File: src/rtl/mi_pkg.sv
package mi_pkg;

  typedef enum logic [1:0] {
    OP_LOAD  = 2'd0,
    OP_FETCH = 2'd1,
    OP_STORE = 2'd2
  } core_op_e;

  typedef enum logic {
    DQ_GETX = 1'b0,
    DQ_PUTX = 1'b1
  } dreq_e;

  typedef enum logic [2:0] {
    DR_DATA = 3'd0,
    DR_FWD  = 3'd1,
    DR_ACK  = 3'd2,
    DR_NACK = 3'd3,
    DR_INV  = 3'd4
  } dresp_e;

  // One outstanding transaction: waiting for data, waiting for the
  // writeback answer, or holding refused data for a forward.
  typedef enum logic [1:0] {
    TX_IDLE = 2'd0,
    TX_IM   = 2'd1,
    TX_MI   = 2'd2,
    TX_MIN  = 2'd3
  } txn_e;

endpackage

File: src/rtl/mi_line_array.sv
module mi_line_array #(
  parameter int IDX_W  = 2,
  parameter int TAG_W  = 6,
  parameter int DATA_W = 16,
  parameter int NRD    = 3
) (
  input  logic              clk,
  input  logic              rst_n,
  input  logic [IDX_W-1:0]  rd_idx  [NRD],
  output logic              rd_m    [NRD],
  output logic [TAG_W-1:0]  rd_tag  [NRD],
  output logic [DATA_W-1:0] rd_data [NRD],
  input  logic              wr_en,
  input  logic [IDX_W-1:0]  wr_idx,
  input  logic [TAG_W-1:0]  wr_tag,
  input  logic [DATA_W-1:0] wr_data,
  input  logic              clr_en,
  input  logic [IDX_W-1:0]  clr_idx
);
  localparam int LINES = 1 << IDX_W;

  logic              m_q    [LINES];
  logic [TAG_W-1:0]  tag_q  [LINES];
  logic [DATA_W-1:0] data_q [LINES];

  // Modified bits are the only state that needs a reset value.
  always_ff @(posedge clk) begin
    if (!rst_n) begin
      for (int i = 0; i < LINES; i++) m_q[i] <= 1'b0;
    end else begin
      if (clr_en) m_q[clr_idx] <= 1'b0;
      if (wr_en)  m_q[wr_idx]  <= 1'b1;
    end
  end

  always_ff @(posedge clk) begin
    if (wr_en) begin
      tag_q[wr_idx]  <= wr_tag;
      data_q[wr_idx] <= wr_data;
    end
  end

  for (genvar p = 0; p < NRD; p++) begin : g_rd
    assign rd_m[p]    = m_q[rd_idx[p]];
    assign rd_tag[p]  = tag_q[rd_idx[p]];
    assign rd_data[p] = data_q[rd_idx[p]];
  end

endmodule

File: src/rtl/mi_evict_buf.sv
module mi_evict_buf #(
  parameter int ADDR_W = 8,
  parameter int DATA_W = 16
) (
  input  logic              clk,
  input  logic              rst_n,
  input  logic              load_en,
  input  logic [ADDR_W-1:0] load_addr,
  input  logic [DATA_W-1:0] load_data,
  input  logic              serve_en,
  output logic [ADDR_W-1:0] buf_addr,
  output logic [DATA_W-1:0] buf_data,
  output logic              buf_served
);
  always_ff @(posedge clk) begin
    if (!rst_n) begin
      buf_addr   <= '0;
      buf_data   <= '0;
      buf_served <= 1'b0;
    end else if (load_en) begin
      buf_addr   <= load_addr;
      buf_data   <= load_data;
      buf_served <= 1'b0;
    end else if (serve_en) begin
      buf_served <= 1'b1;
    end
  end
endmodule

File: src/rtl/mi_cache_ctrl.sv
module mi_cache_ctrl #(
  parameter int ADDR_W = 8,
  parameter int DATA_W = 16,
  parameter int IDX_W  = 2,
  parameter int NODE_W = 2
) (
  input  logic              clk,
  input  logic              rst_n,
  input  logic              core_valid,
  input  logic [1:0]        core_op,
  input  logic [ADDR_W-1:0] core_addr,
  input  logic [DATA_W-1:0] core_wdata,
  output logic              core_ready,
  output logic              resp_valid,
  output logic [DATA_W-1:0] resp_rdata,
  input  logic              repl_valid,
  input  logic [IDX_W-1:0]  repl_idx,
  output logic              dreq_valid,
  output logic              dreq_kind,
  output logic [ADDR_W-1:0] dreq_addr,
  output logic [DATA_W-1:0] dreq_data,
  input  logic              dresp_valid,
  input  logic [2:0]        dresp_kind,
  input  logic [ADDR_W-1:0] dresp_addr,
  input  logic [DATA_W-1:0] dresp_data,
  input  logic [NODE_W-1:0] dresp_src,
  output logic              xfer_valid,
  output logic [NODE_W-1:0] xfer_dest,
  output logic [ADDR_W-1:0] xfer_addr,
  output logic [DATA_W-1:0] xfer_data
);
  import mi_pkg::*;

  localparam int TAG_W = ADDR_W - IDX_W;
  localparam int NRD   = 3;   // ports: 0 core, 1 directory, 2 replacement

  function automatic logic [IDX_W-1:0] line_idx(input logic [ADDR_W-1:0] a);
    return a[IDX_W-1:0];
  endfunction

  function automatic logic [TAG_W-1:0] line_tag(input logic [ADDR_W-1:0] a);
    return a[ADDR_W-1:IDX_W];
  endfunction

  function automatic logic [ADDR_W-1:0] join_addr(input logic [TAG_W-1:0] t,
                                                  input logic [IDX_W-1:0] i);
    return {t, i};
  endfunction

  // ---------------- storage ----------------
  logic [IDX_W-1:0]  rd_idx  [NRD];
  logic              rd_m    [NRD];
  logic [TAG_W-1:0]  rd_tag  [NRD];
  logic [DATA_W-1:0] rd_data [NRD];
  logic              wr_en, clr_en;
  logic [IDX_W-1:0]  wr_idx, clr_idx;
  logic [TAG_W-1:0]  wr_tag;
  logic [DATA_W-1:0] wr_data;

  assign rd_idx[0] = line_idx(core_addr);
  assign rd_idx[1] = line_idx(dresp_addr);
  assign rd_idx[2] = repl_idx;

  mi_line_array #(
    .IDX_W(IDX_W), .TAG_W(TAG_W), .DATA_W(DATA_W), .NRD(NRD)
  ) u_lines (
    .clk(clk), .rst_n(rst_n),
    .rd_idx(rd_idx), .rd_m(rd_m), .rd_tag(rd_tag), .rd_data(rd_data),
    .wr_en(wr_en), .wr_idx(wr_idx), .wr_tag(wr_tag), .wr_data(wr_data),
    .clr_en(clr_en), .clr_idx(clr_idx)
  );

  // ---------------- transaction state ----------------
  txn_e              txn_q;
  logic [ADDR_W-1:0] txn_addr_q;
  core_op_e          pend_op_q;
  logic [DATA_W-1:0] pend_wdata_q;

  logic [ADDR_W-1:0] buf_addr;
  logic [DATA_W-1:0] buf_data;
  logic              buf_served;
  logic [ADDR_W-1:0] ev_addr;
  logic [DATA_W-1:0] ev_data;

  core_op_e cop;
  dresp_e   dk;
  assign cop = core_op_e'(core_op);
  assign dk  = dresp_e'(dresp_kind);

  // ---------------- named events ----------------
  logic txn_idle, txn_busy;
  logic c_conflict, core_take;
  logic ev_hit, ev_miss, ev_fill;
  logic dr_line, buf_match;
  logic ev_fwd_line, ev_inv, ev_repl, ev_evict;
  logic ev_fwd_buf, ev_ack, ev_nack;
  logic [DATA_W-1:0] fill_data;

  assign txn_idle   = (txn_q == TX_IDLE);
  assign txn_busy   = !txn_idle;
  assign c_conflict = rd_m[0] && (rd_tag[0] != line_tag(core_addr));
  assign core_ready = txn_idle && !dresp_valid && !repl_valid && !c_conflict;
  assign core_take  = core_valid && core_ready;
  assign ev_hit     = core_take && rd_m[0];
  assign ev_miss    = core_take && !rd_m[0];

  assign dr_line     = rd_m[1] && (rd_tag[1] == line_tag(dresp_addr));
  assign ev_fwd_line = txn_idle && dresp_valid && (dk == DR_FWD) && dr_line;
  assign ev_inv      = txn_idle && dresp_valid && (dk == DR_INV) && dr_line;
  assign ev_repl     = txn_idle && !dresp_valid && repl_valid && rd_m[2];
  assign ev_evict    = ev_inv || ev_repl;
  assign ev_addr     = ev_repl ? join_addr(rd_tag[2], repl_idx) : dresp_addr;
  assign ev_data     = ev_repl ? rd_data[2] : rd_data[1];

  assign ev_fill = (txn_q == TX_IM) && dresp_valid && (dk == DR_DATA) &&
                   (dresp_addr == txn_addr_q);

  assign buf_match  = dresp_valid && (dresp_addr == buf_addr);
  assign ev_fwd_buf = ((txn_q == TX_MI) || (txn_q == TX_MIN)) && buf_match &&
                      (dk == DR_FWD);
  assign ev_ack     = (txn_q == TX_MI) && buf_match && (dk == DR_ACK);
  assign ev_nack    = (txn_q == TX_MI) && buf_match && (dk == DR_NACK);

  assign fill_data = (pend_op_q == OP_STORE) ? pend_wdata_q : dresp_data;

  // ---------------- array updates ----------------
  assign wr_en   = (ev_hit && (cop == OP_STORE)) || ev_fill;
  assign wr_idx  = ev_fill ? line_idx(txn_addr_q) : line_idx(core_addr);
  assign wr_tag  = ev_fill ? line_tag(txn_addr_q) : line_tag(core_addr);
  assign wr_data = ev_fill ? fill_data : core_wdata;
  assign clr_en  = ev_fwd_line || ev_evict;
  assign clr_idx = ev_repl ? repl_idx : line_idx(dresp_addr);

  mi_evict_buf #(.ADDR_W(ADDR_W), .DATA_W(DATA_W)) u_evict (
    .clk(clk), .rst_n(rst_n),
    .load_en(ev_evict), .load_addr(ev_addr), .load_data(ev_data),
    .serve_en(ev_fwd_buf),
    .buf_addr(buf_addr), .buf_data(buf_data), .buf_served(buf_served)
  );

  // ---------------- transaction FSM ----------------
  always_ff @(posedge clk) begin
    if (!rst_n) begin
      txn_q        <= TX_IDLE;
      txn_addr_q   <= '0;
      pend_op_q    <= OP_LOAD;
      pend_wdata_q <= '0;
    end else begin
      case (txn_q)
        TX_IDLE: begin
          if (ev_miss) begin
            txn_q        <= TX_IM;
            txn_addr_q   <= core_addr;
            pend_op_q    <= cop;
            pend_wdata_q <= core_wdata;
          end else if (ev_evict) begin
            txn_q <= TX_MI;
          end
        end
        TX_IM:   if (ev_fill) txn_q <= TX_IDLE;
        TX_MI: begin
          if (ev_ack)       txn_q <= TX_IDLE;
          else if (ev_nack) txn_q <= buf_served ? TX_IDLE : TX_MIN;
        end
        TX_MIN:  if (ev_fwd_buf) txn_q <= TX_IDLE;
        default: txn_q <= TX_IDLE;
      endcase
    end
  end

  // ---------------- registered outputs ----------------
  always_ff @(posedge clk) begin
    if (!rst_n) begin
      resp_valid <= 1'b0;
      resp_rdata <= '0;
      dreq_valid <= 1'b0;
      dreq_kind  <= DQ_GETX;
      dreq_addr  <= '0;
      dreq_data  <= '0;
      xfer_valid <= 1'b0;
      xfer_dest  <= '0;
      xfer_addr  <= '0;
      xfer_data  <= '0;
    end else begin
      resp_valid <= ev_hit || ev_fill;
      if (ev_fill)     resp_rdata <= fill_data;
      else if (ev_hit) resp_rdata <= (cop == OP_STORE) ? core_wdata : rd_data[0];

      dreq_valid <= ev_miss || ev_evict;
      if (ev_miss) begin
        dreq_kind <= DQ_GETX;
        dreq_addr <= core_addr;
        dreq_data <= '0;
      end else if (ev_evict) begin
        dreq_kind <= DQ_PUTX;
        dreq_addr <= ev_addr;
        dreq_data <= ev_data;
      end

      xfer_valid <= ev_fwd_line || ev_fwd_buf;
      if (ev_fwd_line || ev_fwd_buf) begin
        xfer_dest <= dresp_src;
        xfer_addr <= dresp_addr;
        xfer_data <= ev_fwd_line ? rd_data[1] : buf_data;
      end
    end
  end

endmodule

File: config.mk
export PLATFORM = sky130hd
export DESIGN_NAME = mi_cache_ctrl
export DESIGN_NICKNAME = d
export VERILOG_FILES = /design/src/rtl/mi_pkg.sv /design/src/rtl/mi_line_array.sv /design/src/rtl/mi_evict_buf.sv /design/src/rtl/mi_cache_ctrl.sv
export SDC_FILE = /design/constraint.sdc
export NUM_CORES = 1
export LEC_CHECK = 0
export BUFFER_PORTS_ARGS = -buffer_cell sky130_fd_sc_hd__buf_2
export CORE_MARGIN = 4
export CORE_UTILIZATION = 58
export DETAILED_ROUTE_END_ITERATION = 6
export PLACE_DENSITY_LB_ADDON = 0.2
export SYNTH_ARGS = -nofsm -noshare
export SYNTH_HDL_FRONTEND = slang
export SYNTH_SLANG_ARGS = --single-unit
export TNS_END_PERCENT = 100
File: constraint.sdc
create_clock -name clk -period 5 [get_ports clk]
set_input_delay 1.25 -clock clk [delete_from_list [all_inputs] [get_ports clk]]
set_output_delay 1.25 -clock clk [all_outputs]
set_load 0.005 [all_outputs]
==> flow_metrics.env <==
export IMPL_ir_drop_v=0.000335
export IMPL_crit_fanout=10
export IMPL_finalSetupTns_ps=0
export IMPL_drive_gt1_frac=0.258
export IMPL_finClkSkew_ps=14.5
export IMPL_cp_common_cell="buf_2"
export IMPL_crit_slowest_cell="mux4_2"
export IMPL_r2r_end="u_lines.tag_q[2][4]"
export IMPL_hold_depth=2
export IMPL_netlist_instances=948
export IMPL_hold_path_startpoint="xfer_data[10]"
export IMPL_synth_cell_types=57
export IMPL_dp_final_hpwl_um=18900
export IMPL_num_rows=48
export IMPL_path_delay_family="multiplexers"
export IMPL_postSynthAreaPerCell_um2=10.8
export IMPL_place_ws_ps=830
export IMPL_root_buffer="clkbuf_16"
export IMPL_placed_area_mm2=0.0111
export IMPL_synth_most_common_cell="nand2_1"
export IMPL_cts_resized=0
export IMPL_vias=8050
export IMPL_min_period_ps=4180
export IMPL_netlist_area_mm2=0.0103
export IMPL_whs_ps=445
export IMPL_synth_top_family_by_area="multiplexers"
export IMPL_clock_latency_ps=510
export IMPL_synth_xor_area_frac=0.0256
export IMPL_cp_required_ps=3750
export IMPL_path_clk_slew_ps=60
export IMPL_grt_usage=0.268
export IMPL_clock_fmax_mhz=239
export IMPL_power_leakage_nw=4.62
export IMPL_worst_pin_slew_ps=1040
export IMPL_rr_worst_depth=8
export IMPL_critPathMaxStageDelay_ps=560
export IMPL_synthAdderAreaFrac=0
export IMPL_start_util=0.593
export IMPL_final_setup_viol_count=0
export IMPL_critPathBufInv=2
export IMPL_hold_violations=0
export IMPL_crit_chain="buf_2, mux4_2, xnor2_1, nand4_1, o21ai_0, and2_1, buf_2"
export IMPL_min_to="xfer_data[10]"
export IMPL_numCtsBuffers=23
export IMPL_rsz0062_at_grt="false"
export IMPL_clock_path_buffers=3
export IMPL_synthMuxAreaShare=0.192
export IMPL_synth_compound_area_frac=0.122
export IMPL_die_w_um=141
export IMPL_hp_class="reg2reg"
export IMPL_grt_pass1_vias=7698
export IMPL_status="complete, no violations"
export IMPL_syn_to_final_growth_pct=15.6
export IMPL_setup_slack_ps=818
export IMPL_max_cap_viol_count=0
export IMPL_nets=1118
export IMPL_timing_final_crit_share=0.836
export IMPL_seqCellArea_mm2=0.00519
export IMPL_grt_pass1_wl_um=42900
export IMPL_criticalPathCategory="in2out"
export IMPL_drtAntennaViolNets=0
export IMPL_die_height_um=141
export IMPL_final_max_slew_viol_count=0
export IMPL_synth_common_cells="153 x nand2_1, 126 x dfxtp_1, 89 x edfxtp_1"
export IMPL_synthSimpleGateAreaFrac=0.121
export IMPL_coreArea_mm2=0.0173
export IMPL_grt_max_degree=58
export IMPL_ys_ff_latch=215
export IMPL_drt_vias_per_instance=6.20
export IMPL_port_buffers=132
export IMPL_cp_arrival_ps=2930
export IMPL_die_area_mm2=0.0199
export IMPL_routed_wl_um=26600
export IMPL_stdcell_area_mm2=0.0119
export IMPL_fillers=1314
export IMPL_cp_start_kind="input port"
export IMPL_p_per_area_mw_per_mm2=320
export IMPL_cp_end_kind="primary output"
export IMPL_antenna_found_initial=0
export IMPL_ys_warn_count=0
export IMPL_synth_top_cell_by_area="edfxtp_1"
export IMPL_io_pins=133
export IMPL_ys_seq_area_frac=0.506
export IMPL_synth_edf_count=89
export IMPL_cts_tree="yes"
export IMPL_yosysTopAreaCellShare=0.260
export IMPL_htreeDepth=1
export IMPL_grt_ovfl_total=0
export IMPL_ctsHoldBuffers=0
export IMPL_synth_flop_cell="dfxtp_1"
export IMPL_firstDrtPassIters=7
export IMPL_post_cts_setup_buffers=0
export IMPL_ys_async_sr_fraction=0
export IMPL_startpoint="core_addr[0]"
export IMPL_antenna_cells=0
export IMPL_globalplace_congestion=0.914
export IMPL_synthTopCellsByArea="edfxtp_1 26%, dfxtp_1 25%, mux4_2 14%, nand2_1 5.6%, a21oi_1 4.1%"
export IMPL_r2r_slack_ps=1940
export IMPL_multiInputGateArea_mm2=0.00474
export IMPL_rr_startpoint="u_lines.tag_q[3][2]"
export IMPL_cts_sinks=215
export IMPL_drc=0
export IMPL_dr_first_iter_drc_count=1026
export IMPL_wl_per_cell_um=20.5
export IMPL_syn_nets=1010
export IMPL_relSlewSlack=0.304
[flip-flops by register name (all words and copies together), names as in the netlist, 2 cells and up]
| signal | cells |
|---|---|
| resp_rdata | 16 |
| u_evict.buf_data | 16 |
| pend_op_q | 2 |
| xfer_data | 16 |
| xfer_dest | 2 |
| u_lines.data_q | 64 |
| xfer_addr | 8 |
| txn_addr_q | 8 |
| u_lines.m_q | 4 |
| dreq_addr | 8 |
| u_evict.buf_addr | 8 |
| pend_wdata_q | 16 |
| u_lines.tag_q | 24 |
| txn_q | 2 |
| dreq_data | 16 |
[cells in the final DEF (no fill, tap or decap), types with 28 or more instances in the layout]
| cell type | count |
|---|---|
| mux2i_1 | 37 |
| a21oi_1 | 85 |
| nor2_1 | 72 |
| edfxtp_1 | 89 |
| mux4_2 | 65 |
| nand2_1 | 153 |
| xnor2_1 | 28 |
| o21ai_0 | 39 |
| dfxtp_1 | 126 |
| buf_2 | 132 |
[how the worst max path moves through the flow]
| stage | cells after the start | endpoint | slack [ps] |
|---|---|---|---|
| detailed placement | 7 | core_ready | 830 |
| finish | 7 | core_ready | 820 |
| global route | 7 | core_ready | 680 |
| floorplan | 8 | u_lines.data_q[2][0] | 590 |
| global placement | 7 | core_ready | 850 |
| CTS | 7 | core_ready | 820 |
[layer usage]
| metal | share of wire | GRT usage | up-vias | wire (µm) |
|---|---|---|---|---|
| li1 | - | - | 3709 | - |
| met1 | 0.45 | 0.426 | 3888 | 12000 |
| met2 | 0.43 | 0.385 | 417 | 11400 |
| met3 | 0.10 | 0.0587 | 36 | 2750 |
| met4 | 0.015 | 0.0490 | 0 | 411 |
| met5 | 0 | 0 | - | 0 |
[through the flow]
| step | total power [W] | cells | utilization |
|---|---|---|---|
| 2_1_floorplan | 0.00209 | 948 | - |
| 3_5_place_dp | 0.00218 | 1256 | 0.643 |
| 6_report | 0.00380 | 1298 | 0.686 |
| 5_1_grt | 0.00393 | 1298 | 0.686 |
| 4_1_cts | 0.00382 | 1298 | 0.686 |
| 3_3_place_gp | 0.00218 | 1256 | 0.643 |
[cell type report]
class,count,share of cell area
Timing Repair Buffer,159,0.0738
Sequential cell,215,0.438
Clock buffer,35,0.0588
Inverter,8,0.00253
Multi-Input combinational cell,649,0.399
Clock inverter,7,0.00390
Tap cell,225,0.0237
[tightest hold or removal path, stage by stage (launching register included)]
cell     delay [ps]
dfxtp_1         300
nand2_1          50
a21oi_1          50
[cell families (layout without fill, tap and decap cells)]
family,after synthesis,in the layout
AO/OA/AOI/OAI,211,211
AND/OR/NAND/NOR,294,294
flip-flops,215,215
XOR/XNOR,30,30
buffers and inverters,84,209
multiplexers,114,114
[report_power, final]
group	total [W]	leakage [nW]	switching (W)	internal (W)
sequential	0.00185	1.82	0.0000111	0.00184
clock	0.00165	0.379	0.000676	0.000969
combinational	0.000298	2.42	0.000174	0.000125
total	0.00380	4.62	0.000861	0.00293
No activity file was read; power rests on OpenSTA's default activity.
